**config.mk**
```make
export PLATFORM = sky130hd
export DESIGN_NAME = dma_irq_agg
export DESIGN_NICKNAME = d
export VERILOG_FILES = /design/src/rtl/dma_irq_agg_pkg.sv /design/src/rtl/dma_irq_agg_decode.sv /design/src/rtl/dma_irq_agg_status.sv /design/src/rtl/dma_irq_agg_out.sv /design/src/rtl/dma_irq_agg.sv
export SDC_FILE = /design/constraint.sdc
export NUM_CORES = 1
export LEC_CHECK = 0
export ABC_AREA = 1
export ABC_CLOCK_PERIOD_IN_PS = 1700
export CORE_ASPECT_RATIO = 0.5
export CORE_MARGIN = 4
export CORE_UTILIZATION = 37
export DETAILED_ROUTE_END_ITERATION = 8
export PLACE_DENSITY = 0.77
export SLEW_MARGIN = 20
export SYNTH_ARGS = -nofsm -noshare
export SYNTH_HDL_FRONTEND = slang
export SYNTH_SLANG_ARGS = --single-unit
```
**constraint.sdc**
```tcl
create_clock -name clk -period 1.7 [get_ports clk]
set_input_delay 0.34 -clock clk [delete_from_list [all_inputs] [get_ports clk]]
set_output_delay 0.34 -clock clk [all_outputs]
set_load 0.005 [all_outputs]
```
**src/rtl/dma_irq_agg_pkg.sv**
```systemverilog
package dma_irq_agg_pkg;
  localparam int IRQ_W  = 16;
  localparam int MODE_W = 4;

  // source bit positions
  localparam int BIT_EOB     = 0;
  localparam int BIT_EV_WR   = 1;
  localparam int BIT_DESC_RD = 9;
  localparam int BIT_DAT_RD  = 10;
  localparam int BIT_DAT_WR  = 11;
  localparam int BIT_BAD_DSC = 14;

  localparam logic [IRQ_W-1:0] SRC_ERR =
    IRQ_W'((1 << BIT_EV_WR) | (1 << BIT_DESC_RD) | (1 << BIT_DAT_RD) |
           (1 << BIT_DAT_WR) | (1 << BIT_BAD_DSC));
  localparam logic [IRQ_W-1:0] SRC_IMPL = SRC_ERR | IRQ_W'(1 << BIT_EOB);

  localparam int OFF_MODE = 'h004;
  localparam int OFF_STS  = 'h100;
  localparam int OFF_CLR  = 'h108;
  localparam int OFF_EN   = 'h110;

  localparam logic [MODE_W-1:0] MODE_LEVEL = MODE_W'(1);
endpackage

```
**src/rtl/dma_irq_agg_decode.sv**
```systemverilog
module dma_irq_agg_decode
  import dma_irq_agg_pkg::*;
#(
  parameter int DATA_W = 32,
  parameter int ADDR_W = 12
) (
  input  logic              clk,
  input  logic              rst,
  input  logic              reg_wr,
  input  logic              reg_rd,
  input  logic [ADDR_W-1:0] reg_addr,
  input  logic [IRQ_W-1:0]  sts_q,
  input  logic [IRQ_W-1:0]  en_q,
  input  logic [MODE_W-1:0] mode_q,
  output logic              we_mode,
  output logic              we_en,
  output logic              we_clr,
  output logic [DATA_W-1:0] rdata
);
  logic hit_mode, hit_sts, hit_en;
  logic [DATA_W-1:0] rd_mux;

  assign hit_mode = (reg_addr == ADDR_W'(OFF_MODE));
  assign hit_sts  = (reg_addr == ADDR_W'(OFF_STS));
  assign hit_en   = (reg_addr == ADDR_W'(OFF_EN));

  assign we_mode = reg_wr && hit_mode;
  assign we_en   = reg_wr && hit_en;
  assign we_clr  = reg_wr && (reg_addr == ADDR_W'(OFF_CLR));

  always_comb begin
    rd_mux = '0;
    if (hit_mode)     rd_mux = DATA_W'(mode_q);
    else if (hit_sts) rd_mux = DATA_W'(sts_q);
    else if (hit_en)  rd_mux = DATA_W'(en_q);
  end

  always_ff @(posedge clk) begin
    if (rst)         rdata <= '0;
    else if (reg_rd) rdata <= rd_mux;
  end
endmodule

```
**src/rtl/dma_irq_agg_status.sv**
```systemverilog
module dma_irq_agg_status
  import dma_irq_agg_pkg::*;
#(
  parameter int W = IRQ_W
) (
  input  logic         clk,
  input  logic         rst,
  input  logic [W-1:0] pulse,
  input  logic         clr_we,
  input  logic [W-1:0] clr_bits,
  output logic [W-1:0] sts_d,
  output logic [W-1:0] sts_q
);
  for (genvar i = 0; i < W; i++) begin : g_bit
    if (SRC_IMPL[i]) begin : g_impl
      // a pulse beats a clear in the same cycle
      assign sts_d[i] = pulse[i] | (sts_q[i] & ~(clr_we & clr_bits[i]));
      always_ff @(posedge clk) begin
        if (rst) sts_q[i] <= 1'b0;
        else     sts_q[i] <= sts_d[i];
      end
    end else begin : g_none
      assign sts_d[i] = 1'b0;
      assign sts_q[i] = 1'b0;
    end
  end
endmodule

```
**src/rtl/dma_irq_agg_out.sv**
```systemverilog
module dma_irq_agg_out
  import dma_irq_agg_pkg::*;
(
  input  logic              clk,
  input  logic              rst,
  input  logic [IRQ_W-1:0]  sts_d,
  input  logic [IRQ_W-1:0]  en_d,
  input  logic [MODE_W-1:0] mode_d,
  output logic              irq,
  output logic              err
);
  logic [IRQ_W-1:0] cause_d;
  assign cause_d = sts_d & en_d;

  always_ff @(posedge clk) begin
    if (rst) begin
      irq <= 1'b0;
      err <= 1'b0;
    end else begin
      irq <= (mode_d == MODE_LEVEL) && (|cause_d);
      err <= |(cause_d & SRC_ERR);
    end
  end
endmodule

```
**src/rtl/dma_irq_agg.sv**
```systemverilog
module dma_irq_agg
  import dma_irq_agg_pkg::*;
#(
  parameter int DATA_W = 32,
  parameter int ADDR_W = 12
) (
  input  logic              clk,
  input  logic              rst,
  input  logic              reg_wr,
  input  logic              reg_rd,
  input  logic [ADDR_W-1:0] reg_addr,
  input  logic [DATA_W-1:0] reg_wdata,
  output logic [DATA_W-1:0] reg_rdata,
  input  logic [IRQ_W-1:0]  src_pulse,
  output logic              irq,
  output logic              err
);
  logic we_mode, we_en, we_clr;
  logic [IRQ_W-1:0]  sts_d, sts_q, en_d, en_q;
  logic [MODE_W-1:0] mode_d, mode_q;

  dma_irq_agg_decode #(.DATA_W(DATA_W), .ADDR_W(ADDR_W)) u_dec (
    .clk(clk), .rst(rst), .reg_wr(reg_wr), .reg_rd(reg_rd),
    .reg_addr(reg_addr), .sts_q(sts_q), .en_q(en_q), .mode_q(mode_q),
    .we_mode(we_mode), .we_en(we_en), .we_clr(we_clr), .rdata(reg_rdata)
  );

  dma_irq_agg_status #(.W(IRQ_W)) u_sts (
    .clk(clk), .rst(rst), .pulse(src_pulse), .clr_we(we_clr),
    .clr_bits(reg_wdata[IRQ_W-1:0]), .sts_d(sts_d), .sts_q(sts_q)
  );

  assign en_d   = we_en   ? (reg_wdata[IRQ_W-1:0] & SRC_IMPL) : en_q;
  assign mode_d = we_mode ? reg_wdata[MODE_W-1:0] : mode_q;

  always_ff @(posedge clk) begin
    if (rst) begin
      en_q   <= '0;
      mode_q <= '0;
    end else begin
      en_q   <= en_d;
      mode_q <= mode_d;
    end
  end

  dma_irq_agg_out u_out (
    .clk(clk), .rst(rst), .sts_d(sts_d), .en_d(en_d), .mode_d(mode_d),
    .irq(irq), .err(err)
  );
endmodule

```
==> results, run 1 <==
- The flow ran to the end, and the final reports show no timing, DRC or antenna violations.
- In this run, the number of DRC markers left after iteration 0 of detailed routing was 61.
- Clock-pin slew was measured on the worst setup and hold paths at 0.10 ns.
- The number of CTS-inserted buffers is 3.
- The clock reaches the later pin of the worst-skew pair after 0.27 ns.
- In the post-synthesis netlist, the biggest area contributors are dfxtp_1 33%, buf_4 12%, nand2_1 12%.
- The largest total area in the synthesized netlist belongs to dfxtp_1.
- Global routing finished with a remaining overflow of 0.
- A synthesized cell averages 7.30 µm².
- The die covers 5390 µm².
- The number of antenna violations at the first check in global routing is 0.
- The detail route stage leaves a number of antenna-violating nets equal to 0.
- The clock period minus final worst setup slack is 1.58 ns.
- The upper clock frequency limit is 634 MHz.
- The number of unique standard cell types used by synthesis is 28.
- After synthesis the netlist holds a flip-flop and latch count of 26.
- The net count of the finished layout is 343.
- The critical path start-end classification is input pin to flop.
- Setup slack on the critical path of the routed design comes to 0.123 ns.
- The wire length of the first global-routing pass is 6270 µm.
- The required arrival time at the worst endpoint is 1.87 ns.
- TritonCTS built the clock tree.
- The number of antenna diodes in the final layout is 0.
- In this run the number of H-tree levels came out at 1.
- The data arrival time at the worst-slack endpoint is 1.75 ns.
- The pre-CTS setup slack is -0.300 ns.
- The worst hold path passes through 2 cells.
- Setup violations remaining at the end of the flow were counted as 0.
- The tool flagged a number of max-cap violations equal to 0.
- In the layout the commonest cells are 44 x nand2_1, 27 x clkdlybuf4s50_1, 26 x dfxtp_1.
- Dividing the detail-routed wire length by the instance count gives 12.5 µm.
- The leakage power is 1.10 nW.
- The per-cell via count in the routed design is 4.75.
- The post-synthesis instance total is 214.
- Routability-driven placement finished with a final weighted congestion of 0.791.
- The largest individual stage delay along the critical path comes from the cell clkdlybuf4s50_1.
- The worst setup path is captured at a flop.
- Setup repair after global routing left no endpoint under its margin.
- The proportion of netlist area held by the largest area contributor is 33.3%.
- The die is 54.0 µm tall.
- Once the floorplan was initialized, standard cells occupied 39.2% of the core.
- Hold repair after CTS inserted 0 buffers.
- Final hold analysis gives a worst-case slack of 0.475 ns.
- The via count of the first global-routing pass is 1,478.
- After layout, the worst path uses 92.7% of the clock period.
- Among the stages of the critical path, the cell type that occurs most often is nand2_1.
- The portion of the post-synthesis area used by sequential elements is 33.3%.
- The worst vdd rail ir drop is 0.259 mV.
- The critical-path maximum fanout is 6.
- The worst setup path is launched from an input pin.
- The total area inside the core boundary comes to 3980 µm².
- The final-report hold violation count came to 0.
- The detailed-routing iteration count for the pre-antenna-repair pass is 4.
- The aggregate routed wire length is 4160 µm.
- The area growth from synthesis to layout is 45.2%.
- The routed layout has 1,576 vias.
- The count of pins over their slew limit is 0.
- The share of post-route cells with drive strength above 1 is 21.9%.
- The floorplan row count is 16.
- Summed over all failing endpoints, the final setup total negative slack is 0 ns.
- Clock skew on the completed layout was measured at 0.00351 ns.
- The class of the worst hold path is flop to flop.
- The overall global routing resource usage is 14.5%.
- The sum of net half-perimeters after detailed placement is 3030 µm.
- The design draws 1.38 mW.
- Entering global routing, the biggest net connects 21 pins.
- Buffers placed on the I/O ports in this run total 39.
- The clock passes through at most 2 buffers.
- The signal on the critical path passes through clkdlybuf4s50_1 > nand3_1 > nor2_4 > nand3_1 > nand2_1 > nand2_1 > nand2_1 > nand3_2 > nor2_2 > nor2_1.
- For this run, the number of Yosys warnings is 0.
- The width of the die is 99.9 µm.
- The power density over cell area is 608 nW/µm².
- Cells fill 56.9% of the core in the end.
- The buffer cell driving the clock tree root is clkbuf_8.
- The leading cell type in the layout, fill and taps excluded is nand2_1.
- The count of cells along the worst register-to-register path is 6.
- Counting every sink on the clock net gives 26.
- After detailed routing, the number of remaining DRC violations is 0.
- In this run the count of I/O pins placed on the die edge is 98.
- In this design, the stage delay of the slowest critical-path cell is 0.48 ns.
- The post-synthesis instance area is 1560 µm².
sequential cells by signal, summed over array words and instances, names as in the netlist:
name / count
u_dec.rdata: 8
u_out.irq: 1
mode_q: 4
u_out.err: 1
en_q: 6
u_sts.sts_q: 6
worst max-delay path, delay by kind of cell:
kind | cells | cell delay, ns
buffers and inverters | 1 | 0.48
AND/OR/NAND/NOR | 9 | 0.92
cell families (layout without fill, tap and decap cells):
group | count (synthesis) | in the layout | synth area share [%]
other | 1 | 24 | 0.240
AND/OR/NAND/NOR | 109 | 109 | 38.1
flip-flops | 26 | 26 | 33.3
AO/OA/AOI/OAI | 29 | 29 | 10.2
buffers and inverters | 49 | 90 | 18.1
timing repair:
action | 4_1_cts | 5_1_grt
cloned | 0 | 2
setup buffers | 0 | 4
gates resized for setup | 3 | 28
pin swaps | 0 | 20
endpoints found under the setup margin | 3 | 8
area by class of cell:
cell class                      count  area (µm²)
Clock buffer                        3        41.3
Clock inverter                      1        30.0
Fill cell                         331        1720
Inverter                           20        75.1
Multi-Input combinational cell    162         903
Sequential cell                    26         520
Tap cell                           54        67.6
Timing Repair Buffer               66         631
metrics by stage:
stage,cells,instance area (µm²)
5_1_grt,332,2270
6_report,332,2270
4_1_cts,326,2150
3_3_place_gp,322,2060
2_1_floorplan,237,1650
3_5_place_dp,322,2060
final timing paths:
check	from	endpoint	slack [ns]
worst max register to register	u_sts.sts_q[14]$_SDFF_PP0_	u_out.err$_SDFF_PP0_	0.78
worst min register to register	u_dec.rdata[11]$_SDFFE_PP0P_	u_dec.rdata[11]$_SDFFE_PP0P_	0.48
worst min-delay path	u_dec.rdata[11]$_SDFFE_PP0P_	u_dec.rdata[11]$_SDFFE_PP0P_	0.48
worst max-delay path	reg_wr	u_out.err$_SDFF_PP0_	0.12
report_power, final:
part	leakage, nW	total (mW)	internal, mW	switching, mW
Sequential	0.212	0.630	0.623	0.00763
Combinational	0.854	0.225	0.112	0.113
Clock	0.0357	0.523	0.315	0.208
Total	1.10	1.38	1.05	0.328
Yosys cell counts:
cell,n
nand2_4,1
nor2_2,1
dfxtp_1,26
inv_2,1
o21ai_2,1
nor3_1,2
nand2_1,50
conb_1,1
buf_2,1
nor2_8,1
nand3_2,3
buf_4,26
nand3_1,17
o311ai_1,2
clkinv_1,2
a21oi_1,18
nor3_4,1
nand3_4,1
nor2_1,15
nor2_4,7
nand4_1,8
o21ai_0,2
nand2_8,1
a21oi_2,1
or2_0,1
inv_1,17
o21ai_1,5
clkbuf_1,2
metal layers:
layer / global-route usage [%] / share of wire (%) / vias up / wire length, µm
met5: 0 / 0 / - / 0
met4: 4.76 / 1.9 / 0 / 78
met3: 3.62 / 7.9 / 10 / 328
met2: 27.2 / 50 / 66 / 2060
met1: 16.7 / 41 / 726 / 1690
li1: - / - / 774 / -
Power figures use the tool's default switching activity.
==> inputs of run 2 (changes only) <==
--- a/config.mk
+++ b/config.mk
@@ -6,7 +6,7 @@
 export NUM_CORES = 1
 export LEC_CHECK = 0
 export ABC_AREA = 1
-export ABC_CLOCK_PERIOD_IN_PS = 1700
+export ABC_CLOCK_PERIOD_IN_PS = 1600
 export CORE_ASPECT_RATIO = 0.5
 export CORE_MARGIN = 4
 export CORE_UTILIZATION = 37
==> constraint.sdc (replaced) <==
create_clock -name clk -period 1.6 [get_ports clk]
set_input_delay 0.32 -clock clk [delete_from_list [all_inputs] [get_ports clk]]
set_output_delay 0.32 -clock clk [all_outputs]
set_load 0.005 [all_outputs]
==> run 2 against run 1 <==
  * Utilization up 1.2 points
  * Sequential share of layout area fell by 0.48 points
  * Worst hold slack got worse by 0.0045 ns
  * Count of clock-buffer cells in the layout stayed put
  * Routed wire length up 5.3%
  * Sequential power is 6.2% higher
  * Die area is the same
  * Power up 6.7%
  * Largest cell class unchanged
  * Largest power group unchanged
==> results, run 2 (synthesis gave the netlist of run 1 again) <==
- The reported max-cap violation count came to 0 (unchanged).
- The area growth from synthesis to layout is 48.3%.
- The number of antenna-violating nets in the routed design was 0 (unchanged).
- The aggregate routed wire length is 4380 µm (+5.3%).
- Ranked by flip-flop count, first place goes to u_dec.rdata.
- The final core utilization is 58.2% (+1.2 points).
- The number of buffer cells added on primary ports was 39 (unchanged).
- The insertion delay of the later-clocked pin in the worst-skew pair is 0.27 ns (about the same).
- The CTS H-tree depth is 1 (unchanged).
- The internal reg-to-reg setup slack is 0.69 ns (-0.09 ns).
- The count of pins over their slew limit is 0 (unchanged).
- The number of setup violations in the final report is 0 (unchanged).
- The leakage power is 1.05 nW (-4.9%).
- The delay of the slowest critical-path stage is 0.49 ns (about the same).
- The worst setup path is launched from an input pin.
- The upper clock frequency limit is 626 MHz.
- The cell count after placement is 322 (unchanged).
- Leaving out fill and tap cells, the most frequent cell in the layout is nand2_1.
- The via count of the first global-routing pass was 1,606 (+8.7%).
- The critical path goes through clkdlybuf4s50_1 > nand3_2 > nor2_4 > nand3_2 > nand2_1 > nand2_1 > nand2_1 > nand3_1 > nor2_2 > nor2_2.
- The width of the die is 99.9 µm (unchanged).
- The data arrival time at the worst-slack endpoint is 1.77 ns (+0.02 ns).
- The starting density of the core is 39.2% (unchanged).
- The standard cell core area was 3980 µm² (unchanged).
- The final-report hold violation count is 0 (unchanged).
- The number of primary I/O pins is 98 (unchanged).
- The sum of net half-perimeters after detailed placement was 2980 µm (-1.8%).
- The number of filler cells placed in the layout is 354 (+6.9%).
- The routed length per placed instance is 13.0 µm (+3.7%).
- The number of CTS-inserted buffers is 3 (unchanged).
- The number of DRC markers in iteration 0 is 89 (+46%).
- The per-cell via count in the routed design is 4.81 (+1.3%).
- The share of post-route cells with drive strength above 1 came to 27.2% (+5.3 points).
- In the finished design, the share of the clock period the worst path needs comes to 99.8%.
- The worst path needs 1.60 ns of the cycle, external delays included.
- The area of the multi-input gates is 938 µm² (+3.9%).
- The clock net sink count is 26 (unchanged).
- The overall global routing resource usage is 15.5% (+0.99 points).
- The final net count was 348 (+1.5%).
- The final cell count without fillers is 337 (+1.5%).
- By instance count, the cell type seen most on the critical path is nand2_1.
- For hold timing, the worst endpoint is u_dec.rdata[11]$_SDFFE_PP0P_.
- The worst hold path begins at u_dec.rdata[11]$_SDFFE_PP0P_.
- The buffer and inverter count on the worst path came to 1 (unchanged).
- The flip-flop count of the largest register after layout is 8 (unchanged).
- The via count came to 1,620 (+2.8%).
- The final total power came to 1.47 mW (+6.7%).
- The TritonCTS clock tree is yes.
- STA classifies the critical path endpoint as a flop.
- The buffer cell driving the clock tree root is clkbuf_8.
- The largest clock skew in the final design is 0.000724 ns (-0.00279 ns).
- The required arrival time at the worst endpoint is 1.78 ns (-0.09 ns).
- The run finished with clean final reports.
- The routability-driven placement congestion ratio came to 0.830 (+4.9%).
- The count of cells along the worst register-to-register path is 6 (unchanged).
- The overall die height was 54.0 µm (unchanged).
- The power density over cell area is 635 nW/µm² (+4.5%).
- The wire length of the first global-routing pass is 6670 µm (+6.5%).
- The CTS clock-pin slew for the worst setup and hold paths is 0.09 ns (about the same).
- The area enclosed by the die boundary was 5390 µm² (unchanged).
- The number of diodes is 0 (unchanged).
- The summed negative setup slack over all endpoints is 0 ns (unchanged).
- The critical path in this run is classified as input pin to flop.
- The largest registers in the layout are u_dec.rdata x8, en_q x6, u_sts.sts_q x6.
- The buffer depth of the longest clock path is 2 (unchanged).
- The critical-path maximum fanout is 6 (unchanged).
- The hold-critical path depth was 2 (unchanged).
- The count of unresolved DRC violations after routing was 0 (unchanged).
- The floorplan row count is 16 (unchanged).
- The maximum number of pins on one net before global-route repair is 23 (+9.5%).
- The register area came to 520 µm² (unchanged).
- The class of the worst hold path is flop to flop.
- The origin of the critical flop-to-flop path is u_sts.sts_q[0]$_SDFF_PP0_.
- Leaving out fill and tap cells, the most frequent cells in the layout are 46 x nand2_1, 28 x buf_4, 27 x clkdlybuf4s50_1.
- The worst vdd rail ir drop is 0.450 mV (+73%).
- The slowest stage of the critical path is the clkdlybuf4s50_1 cell.
- The total global routing overflow came to 0 (unchanged).
- The endpoint of the worst register-to-register path is u_out.irq$_SDFF_PP0_.
- The number of antenna violations at the first check in global routing was 0 (unchanged).
- The detailed-routing iteration count for the pre-antenna-repair pass was 4 (unchanged).
- Grouping stages by cell kind, the critical path spends the most delay in simple AND/OR/NAND/NOR gates.
==> run 2: cell types whose count changed in the layout (fill, tap and decap cells not counted), moves of 2 or more <==
cell            change
buf_4               +3
inv_2               +2
nor2_2              +3
nand2_1             +2
dlymetal6s2s_1     -10
dlygate4sd2_1      +10
nor2_1              -3
nand3_1             -6
nand3_2             +6
inv_1               -2
==> run 2: what timing repair did <==
item                                    CTS  global route
pin swaps                                11            14
gates cloned                              1             0
buffers inserted                          5             5
gates resized for setup                  20            20
hold buffers                              0             0
endpoints found under the setup margin    5             6
==> run 2: layout make-up <==
type,instances,area share (%)
multi-input cells,162,40.5
repair buffers,71,27.6
flip-flops and latches,26,22.5
inverters,20,3.40
well taps,54,2.92
clock buffers,3,1.78
clock inverters,1,1.30
==> run 2: worst max-delay path by stage <==
stage / from / end / cells after the start
3_5_place_dp: reg_addr[4] / u_dec.rdata[1]$_SDFFE_PP0P_ / 9
4_1_cts: reg_addr[4] / u_out.irq$_SDFF_PP0_ / 10
5_1_grt: reg_wr / u_out.irq$_SDFF_PP0_ / 10
2_1_floorplan: reg_wr / u_out.err$_SDFF_PP0_ / 10
3_3_place_gp: reg_addr[4] / u_dec.rdata[0]$_SDFFE_PP0P_ / 9
6_report: reg_wr / u_out.irq$_SDFF_PP0_ / 10
==> run 2: worst min-delay path, stage by stage, from the launching register on <==
cell and delay (ns):
dfxtp_1 0.32, nand2_1 0.06, a21oi_1 0.05
==> run 2: stage by stage <==
step	hold WS [ns]	worst slack [ns]	area [µm²]
2_1_floorplan	0.461	0.238	1650
3_3_place_gp	0.456	-0.339	2070
3_5_place_dp	0.457	-0.403	2070
4_1_cts	0.472	0.00613	2210
5_1_grt	0.492	-0.0552	2320
6_report	0.471	0.00294	2320
==> run 2: routing by layer <==
metal	part of all wire, %	global-route usage, %	up-vias
met2	52	29.8	73
met1	39	16.6	752
met5	0	0	-
li1	-	-	783
met3	6.6	3.49	12
met4	2.2	7.71	0
==> run 2: report_power, final <==
part / switching, mW / internal (mW)
registers: 0.00791 / 0.661
clock network: 0.213 / 0.335
logic: 0.128 / 0.126
